<file path="src/rtl/stride_agen.sv">
module stride_agen #(
  parameter int AW = 32
) (
  input  logic          clk,
  input  logic          rst_n,
  input  logic          start,
  input  logic [AW-1:0] base_addr,
  input  logic [31:0]   param_word,
  input  logic [21:0]   byte_total,
  input  logic          stride_en,
  input  logic          beat_accept,
  output logic          beat_valid,
  output logic [AW-1:0] beat_addr,
  output logic [3:0]    beat_bytes,
  output logic          burst_flag,
  output logic          block_end,
  output logic          done
);
  localparam int CW = 22;
  localparam int FW = 14;
  localparam logic [1:0] MV_INC   = 2'd0;
  localparam logic [1:0] MV_DEC   = 2'd1;
  localparam logic [1:0] MV_STAT  = 2'd2;
  localparam logic [1:0] MV_BURST = 2'd3;

  logic          busy;
  logic [AW-1:0] addr_q, blk_start_q;
  logic [CW-1:0] remain_q;
  logic [FW-1:0] blk_cnt_q, blk_size_q, stride_q;
  logic [1:0]    size_q, mode_q;
  logic          stride_on_q;

  logic [3:0]    full_bytes;
  logic [CW-1:0] full_ext;
  logic          fire;
  logic [FW:0]   blk_sum;
  logic [AW-1:0] step, stride_x, next_blk;

  assign full_bytes = 4'd1 << size_q;
  assign full_ext   = {{(CW-4){1'b0}}, full_bytes};
  assign beat_bytes = (remain_q < full_ext) ? remain_q[3:0] : full_bytes;
  assign done       = busy && (remain_q <= full_ext);
  assign fire       = busy && beat_accept;
  assign blk_sum    = {1'b0, blk_cnt_q} + {{(FW-3){1'b0}}, beat_bytes};
  assign block_end  = busy && stride_on_q && (blk_size_q != '0) && (mode_q != MV_STAT)
                      && (blk_sum >= {1'b0, blk_size_q});
  assign step       = {{(AW-4){1'b0}}, full_bytes};
  assign stride_x   = {{(AW-FW){1'b0}}, stride_q};
  assign next_blk   = (mode_q == MV_DEC) ? blk_start_q - stride_x : blk_start_q + stride_x;

  assign beat_valid = busy;
  assign beat_addr  = addr_q;
  assign burst_flag = busy && (mode_q == MV_BURST);

  always_ff @(posedge clk or negedge rst_n) begin
    if (!rst_n) begin
      busy        <= 1'b0;
      addr_q      <= '0;
      blk_start_q <= '0;
      remain_q    <= '0;
      blk_cnt_q   <= '0;
      blk_size_q  <= '0;
      stride_q    <= '0;
      size_q      <= '0;
      mode_q      <= MV_INC;
      stride_on_q <= 1'b0;
    end else if (start) begin
      busy        <= (byte_total != '0);
      addr_q      <= base_addr;
      blk_start_q <= base_addr;
      remain_q    <= byte_total;
      blk_cnt_q   <= '0;
      size_q      <= param_word[31:30];
      mode_q      <= param_word[29:28];
      blk_size_q  <= param_word[27:14];
      stride_q    <= param_word[13:0];
      stride_on_q <= stride_en;
    end else if (fire) begin
      remain_q <= remain_q - {{(CW-4){1'b0}}, beat_bytes};
      if (done) busy <= 1'b0;
      if (mode_q != MV_STAT) begin
        if (block_end) begin
          addr_q      <= next_blk;
          blk_start_q <= next_blk;
          blk_cnt_q   <= '0;
        end else begin
          addr_q    <= (mode_q == MV_DEC) ? addr_q - step : addr_q + step;
          blk_cnt_q <= blk_sum[FW-1:0];
        end
      end
    end
  end

  AST_HOLD_ON_STALL: assert property (@(posedge clk) disable iff (!rst_n)
    beat_valid && !beat_accept && !start |=> beat_valid && $stable(beat_addr) && $stable(beat_bytes));
  AST_BYTES_LEGAL: assert property (@(posedge clk) disable iff (!rst_n)
    beat_valid |-> (beat_bytes != 4'd0) && (beat_bytes <= 4'd8));
  AST_STATIC_FIXED: assert property (@(posedge clk) disable iff (!rst_n)
    beat_valid && beat_accept && !done && !start && (mode_q == MV_STAT) |=> beat_addr == $past(beat_addr));
  AST_DONE_ENDS: assert property (@(posedge clk) disable iff (!rst_n)
    beat_valid && beat_accept && done && !start |=> !beat_valid);
  AST_BLOCKEND_QUAL: assert property (@(posedge clk) disable iff (!rst_n)
    block_end |-> beat_valid && stride_on_q);
  AST_BURST_QUAL: assert property (@(posedge clk) disable iff (!rst_n)
    burst_flag |-> beat_valid);
endmodule

</file>
<file path="config.mk">
export PLATFORM = sky130hd
export DESIGN_NAME = stride_agen
export DESIGN_NICKNAME = d
export VERILOG_FILES = /design/src/rtl/stride_agen.sv
export SDC_FILE = /design/constraint.sdc
export NUM_CORES = 1
export LEC_CHECK = 0
export BUFFER_PORTS_ARGS = -buffer_cell sky130_fd_sc_hd__buf_4
export CAP_MARGIN = 30
export CORE_ASPECT_RATIO = 1.1
export CORE_MARGIN = 2
export CORE_UTILIZATION = 64
export DETAILED_ROUTE_END_ITERATION = 16
export PLACE_DENSITY = 0.9
export RECOVER_POWER = 50
export SYNTH_ARGS = -nofsm -noshare
export SYNTH_HDL_FRONTEND = slang
export SYNTH_SLANG_ARGS = --single-unit
</file>
<file path="constraint.sdc">
create_clock -name clk -period 11.6 [get_ports clk]
set_clock_uncertainty 0.1 [all_clocks]
set_input_delay 1.16 -clock clk [delete_from_list [all_inputs] [get_ports clk]]
set_output_delay 1.16 -clock clk [all_outputs]
set_load 0.05 [all_outputs]
</file>
# --- Word-level counts from Yosys, hierarchy flattened ---
# Index checks and enable logic that the tools add are counted.
classes:
  shift: 1
  reduce_logical: 16
  n_lt_le_gt_ge: 3
  muxes: 20
  eq_ne: 3
  addsub: 6
ops:
  columns: ["op", "count"]
  rows:
  - ["$mux W32", 10]
  - ["$mux W14", 4]
  - ["$mux W22", 2]
  - ["$add A32 B14 Y32", 1]
  - ["$add A32 B4 Y32", 1]
  - ["$sub A32 B14 Y32", 1]
  - ["$sub A32 B4 Y32", 1]
  - ["$le A22 B4 Y1", 1]
  - ["$lt A22 B4 Y1", 1]
  - ["$reduce_bool A22 Y1", 1]
  - ["$sub A22 B4 Y22", 1]
  - ["$add A14 B4 Y15", 1]
  - ["$ge A15 B14 Y1", 1]
  - ["$reduce_bool A14 Y1", 1]
  - ["$reduce_bool A2 Y1", 4]
  - ["$logic_and A1 B1 Y1", 7]
  - ["$mux W4", 1]
  - ["$reduce_and A2 Y1", 2]
  - ["$shl A1 B2 Y4 const A", 1]
  - ["$mux W1", 3]
  - ["$reduce_and A3 Y1", 1]
  - ["$eq A2 B1 Y1 const B", 1]
  - ["$eq A2 B2 Y1 const B", 1]
  - ["$ne A2 B2 Y1 const B", 1]
totals:
  register_bits: 134
  word_cells: 59
  in_bits: 91
  out_inout_bits: 40

# --- Longest topological paths before layout ---
logic_depth:
  word_depth: 10
  depth_mapped: 30
  mapped_depth_nobuf: 28

# --- Worst setup path after synthesis ---
# OpenSTA, ideal clock, no wires.
synth_timing:
  path_kind: "flip-flop to output port"
  startpoint: "register remain_q[15]"
  endpoint: "output block_end"
  n_path_buf: 2
  stages_incl_launch_ff: 25
  arrival_time_ns: 6.005
  slack_ns: 4.335
  cell_sequence: "dfrtp_1 -> or4_4 -> nor4_4 -> nand2b_1 -> or4_4 -> a211oi_4 -> o21ai_0 -> ha_1 -> a21o_1 -> a21oi_1 -> nor2b_1 -> o21ai_0 -> nor2_1 -> nand2_1 -> xnor2_1 -> ha_1 -> a21o_1 -> a21o_1 -> a21oi_1 -> o21ai_0 -> a211oi_1 -> or2_0 -> buf_2 -> inv_2 -> buf_2"
synth_between:
  elab_chain_cells: 5
synth_rtl:
  columns: ["item", "line", "text"]
  rows:
  - ["start: declaration", "28", "logic [CW-1:0] remain_q;"]
  - ["start signal: assignment", "71", "remain_q <= byte_total;"]
  - ["start signal: assignment", "79", "remain_q <= remain_q - {{(CW-4){1'b0}}, beat_bytes};"]
  - ["$lt A22 B4 Y1", "41", "assign beat_bytes = (remain_q < full_ext) ? remain_q[3:0] : full_bytes;"]
  - ["$mux W4", "41", null]
  - ["named net beat_bytes[1]", "14", "output logic [3:0] beat_bytes,"]
  - ["$add A14 B4 Y15", "44", "assign blk_sum = {1'b0, blk_cnt_q} + {{(FW-3){1'b0}}, beat_bytes};"]
  - ["$ge A15 B14 Y1", "46", "&& (blk_sum >= {1'b0, blk_size_q});"]
  - ["$logic_and A1 B1 Y1", "46", null]
  - ["end: declaration", "16", "output logic block_end,"]
# The timed path passes the listed nets, and every way through them passes these cells.

# --- Worst setup path after layout ---
layout_timing:
  startpoint: "register remain_q[15]"
  endpoint: "output block_end"
layout_between:
  elab_chain_cells: 5
layout_rtl:
  columns: ["item", "line"]
  rows:
  - ["$lt A22 B4 Y1", "41"]
  - ["$mux W4", "41"]
  - ["$add A14 B4 Y15", "44"]
  - ["$ge A15 B14 Y1", "46"]
  - ["$logic_and A1 B1 Y1", "46"]
# No other way between the ends.

==> results by group <==
Pwr
  • VDD IR-drop max: 189 uV
  • Internal power: 1350 uW
  • Leakage: 0.00563 uW
  • Switching Share: 43.3%
  • P per Cell Area: 195 mW/mm^2
  • Switching power: 1030 uW
  • Sequential power share: 26.7%
  • Clock power share: 25.0%
  • Combinational power share: 48.3%
  • Total Power: 2390 uW

Timing
  • Final setup fails: 0
  • Unrepaired setup endpoints after global routing: false
  • Slew Limit Fails: 208
  • Final Cycle Share: 69.6%
  • TNS Setup: 0 ns
  • Tmin final: 8.08 ns
  • Worst-Margin Slew: 3.90 ns
  • Setup ws final: 3.52 ns
  • Final hold vios: 0
  • Hold WS: 0.403 ns
  • Peak Freq: 124 MHz
  • Slew margin rel.: -160%

Global route
  • Total track usage: 34.7%
  • First-pass GRT wire length: 49200 um
  • Pin count of the biggest net entering global routing: 83
  • Gr ovfl total: 0
  • Number of global-route vias before repair: 10300
  • Initial antenna violation count: 0

Clocking
  • Total CTS buffers: 17
  • CTS root buffer: clkbuf_16
  • Clock Latency Late Sink: 0.43 ns
  • Hold-fix buffers at CTS: 0
  • TritonCTS clock tree: built
  • Post-CTS Setup Inserts: 0
  • Clock buffer depth: 2
  • H-tree depth: 4
  • Sink Count: 134
  • Post-CTS sizing: 0
  • Worst-path clk slew: 0.06 ns

Drt
  • Initial DRT Pass Iterations: 7
  • Via density per instance: 6.52
  • Final WL: 30500 um
  • WL per Instance: 19.3 um
  • DR vias: 10300
  • DR DRC count: 0
  • DRT iter0 DRCs: 893
  • Routed Antenna Nets: 0

Finish
  • N_diodes: 0
  • Layout cells sized above 1: 14.6%
  • Commonest non-fill, non-tap cell in the layout: nand2_1
  • P&R area growth vs syn: 15.7%
  • Commonest cells after routing, fill and taps aside: nand2_1 (174), dfrtp_1 (134), buf_4 (120), o21ai_0 (103), nor2_1 (101)
  • Final nets: 1552
  • # fillers: 1130
  • Design Area, Final: 0.0123 mm^2

Setup path
  • CP Cell Sequence: or4_4 -> nor4_4 -> nand2b_1 -> or4_4 -> a211oi_4 -> nand2_1 -> o21ai_0 -> ha_1 -> a21o_1 -> a21oi_1 -> nor2b_1 -> o21ai_0 -> nor2_1 -> nand2_1 -> xnor2_1 -> ha_1 -> a21o_1 -> a21o_1 -> a21oi_1 -> o21ai_0 -> a211oi_1 -> or2_0 -> inv_2 -> buf_4
  • Critical-path maximum fanout: 8
  • Req. time, crit path: 10.34 ns
  • Critical path class: reg -> out
  • Critical-path top delay cell: or4_4
  • CP max stage delay: 0.59 ns
  • Startpoint Class: flip-flop
  • Worst path arrival time: 6.82 ns
  • Crit end category: output pin

Placement
  • Placed cell area: 0.0117 mm^2
  • Setup WS pre-CTS: 3.92 ns
  • Final GP Congestion: 0.962
  • # port buffers: 130
  • DP Wirelength: 22200 um

Synthesis
  • Cell area after synthesis: 0.0106 mm^2
  • Ranking of synthesized cells by area: dfrtp_1 (32%), ha_1 (11%), nand2_1 (6.2%), xnor2_1 (4.9%), o21ai_0 (4.9%)
  • Flops & latches, synth: 134
  • Share of Yosys cell area claimed by the top area cell type: 31.7%
  • Netlist cell types: 75
  • Async SR Flop Fraction: 100%
  • Syn Nets: 1447
  • Synth area leader: dfrtp_1
  • EDFF count, synth: 0
  • Post-synthesis sequential area ratio: 31.7%
  • Syn avg cell area: 8.39 um^2
  • Top_reg_cell synth: dfrtp_1
  • Mapped Cells: 1262
  • Yosys warnings: 0

Die
  • Effective utilization at floorplan: 65.2%
  • Die height: 139 um
  • # IOs: 131
  • Core area: 0.0162 mm^2
  • Die Width: 127 um
  • Die area: 0.0176 mm^2
  • # rows: 49

Run status
  • Violations in the final reports: capacitance limit, slew limit
  • Outcome: finished with violations

Min path
  • Hold Crit Class: reg -> reg

Job
  • Max Cap Violations: 3
==> Yosys cell counts (3+ instances only) <==
cell type	count
o211ai_1	9
nor2_1	101
a211o_1	3
or2_2	5
a211oi_1	20
buf_2	4
and4_1	3
o221ai_1	3
ha_1	90
o211a_1	6
clkbuf_1	39
a21oi_1	78
xnor2_1	59
o21bai_1	8
dfrtp_1	134
o41ai_1	7
or3_1	6
and2_1	4
o21ai_0	103
nand2_1	174
and3_1	11
a21o_1	38
o31ai_1	17
buf_6	3
xor2_1	36
a311oi_1	3
or4_1	3
buf_1	5
nor4_1	12
nand3_1	21
a41oi_1	3
o22ai_1	7
o221a_2	5
fa_1	4
mux2i_1	12
a31oi_1	32
inv_1	50
nor3_1	24
o21a_1	10
nor2b_1	13
nand2b_1	20
nand4_1	11
mux2_2	22
==> through the flow <==
stage          util, %  std cells
2_1_floorplan        -       1262
3_3_place_gp      71.9       1552
3_5_place_dp      71.9       1552
4_1_cts           75.9       1584
5_1_grt           75.4       1584
6_report          75.4       1584
==> worst paths after layout <==
kind                       slack, ns          from  cells after the start        endpoint
setup / recovery                3.52  remain_q[15]                     24       block_end
hold / removal                  0.40  blk_cnt_q[3]                      2    blk_cnt_q[3]
setup reg to reg                3.73  remain_q[15]                     27    beat_addr[9]
hold reg to reg                 0.40  blk_cnt_q[3]                      2    blk_cnt_q[3]
max in group asynchronous       4.85         rst_n                      2    stride_q[13]
min in group asynchronous       1.98         rst_n                      1  blk_size_q[11]
==> kinds of logic (layout without fill, tap and decap cells) <==
family | Yosys count | count (layout) | synth area share [%]
AND/OR/NAND/NOR | 423 | 423 | 18.6
flip-flops | 134 | 134 | 31.7
multiplexers | 34 | 34 | 3.47
buffers and inverters | 105 | 223 | 4.02
AO/OA/AOI/OAI | 377 | 377 | 23.0
XOR/XNOR | 95 | 95 | 7.86
adder cells (fa/ha/maj) | 94 | 94 | 11.4
==> flip-flops by register name, indices dropped and copies added (netlist names) <==
name and count:
blk_cnt_q 14, remain_q 22, size_q 2, blk_start_q 32, mode_q 2, beat_valid 1
stride_on_q 1, stride_q 14, beat_addr 32, blk_size_q 14
==> worst max-delay path, delay by kind of cell (launching register included) <==
family / cells / cell delay [ns]
AOI/OAI and AO/OA: 10 / 2.45
and+or+nand+nor: 9 / 2.41
adders and majority gates: 2 / 0.66
DFF: 1 / 0.41
buffers and inverters: 2 / 0.29
xor gates and xnor gates: 1 / 0.16
==> power by group through the flow <==
| stage | clock [uW] | combinational [uW] | sequential [uW] |
|---|---|---|---|
| 3_3_place_gp | 0 | 1110 | 637 |
| 2_1_floorplan | 0 | 710 | 759 |
| 4_1_cts | 596 | 1150 | 633 |
| 3_5_place_dp | 0 | 1140 | 640 |
| 5_1_grt | 620 | 1250 | 643 |
| 6_report | 597 | 1150 | 637 |
==> final cells by class <==
class,instances,area [um^2],share of cell area [%]
inverters,53,199,1.62
well taps,204,255,2.08
clock inverters,13,193,1.57
clock buffers,19,453,3.70
repair buffers,138,968,7.90
multi-input cells,1023,6830,55.8
flip-flops and latches,134,3350,27.4
==> metal layers <==
layer  GRT usage, %  share of wire, %  vias to the layer above
met5              0                 0                        -
met2           58.0                48                      545
met4           20.0               5.8                        0
met3           6.83               7.6                      136
met1           41.5                38                     4887
li1               -                 -                     4767
No activity file was read; power rests on OpenSTA's default activity.
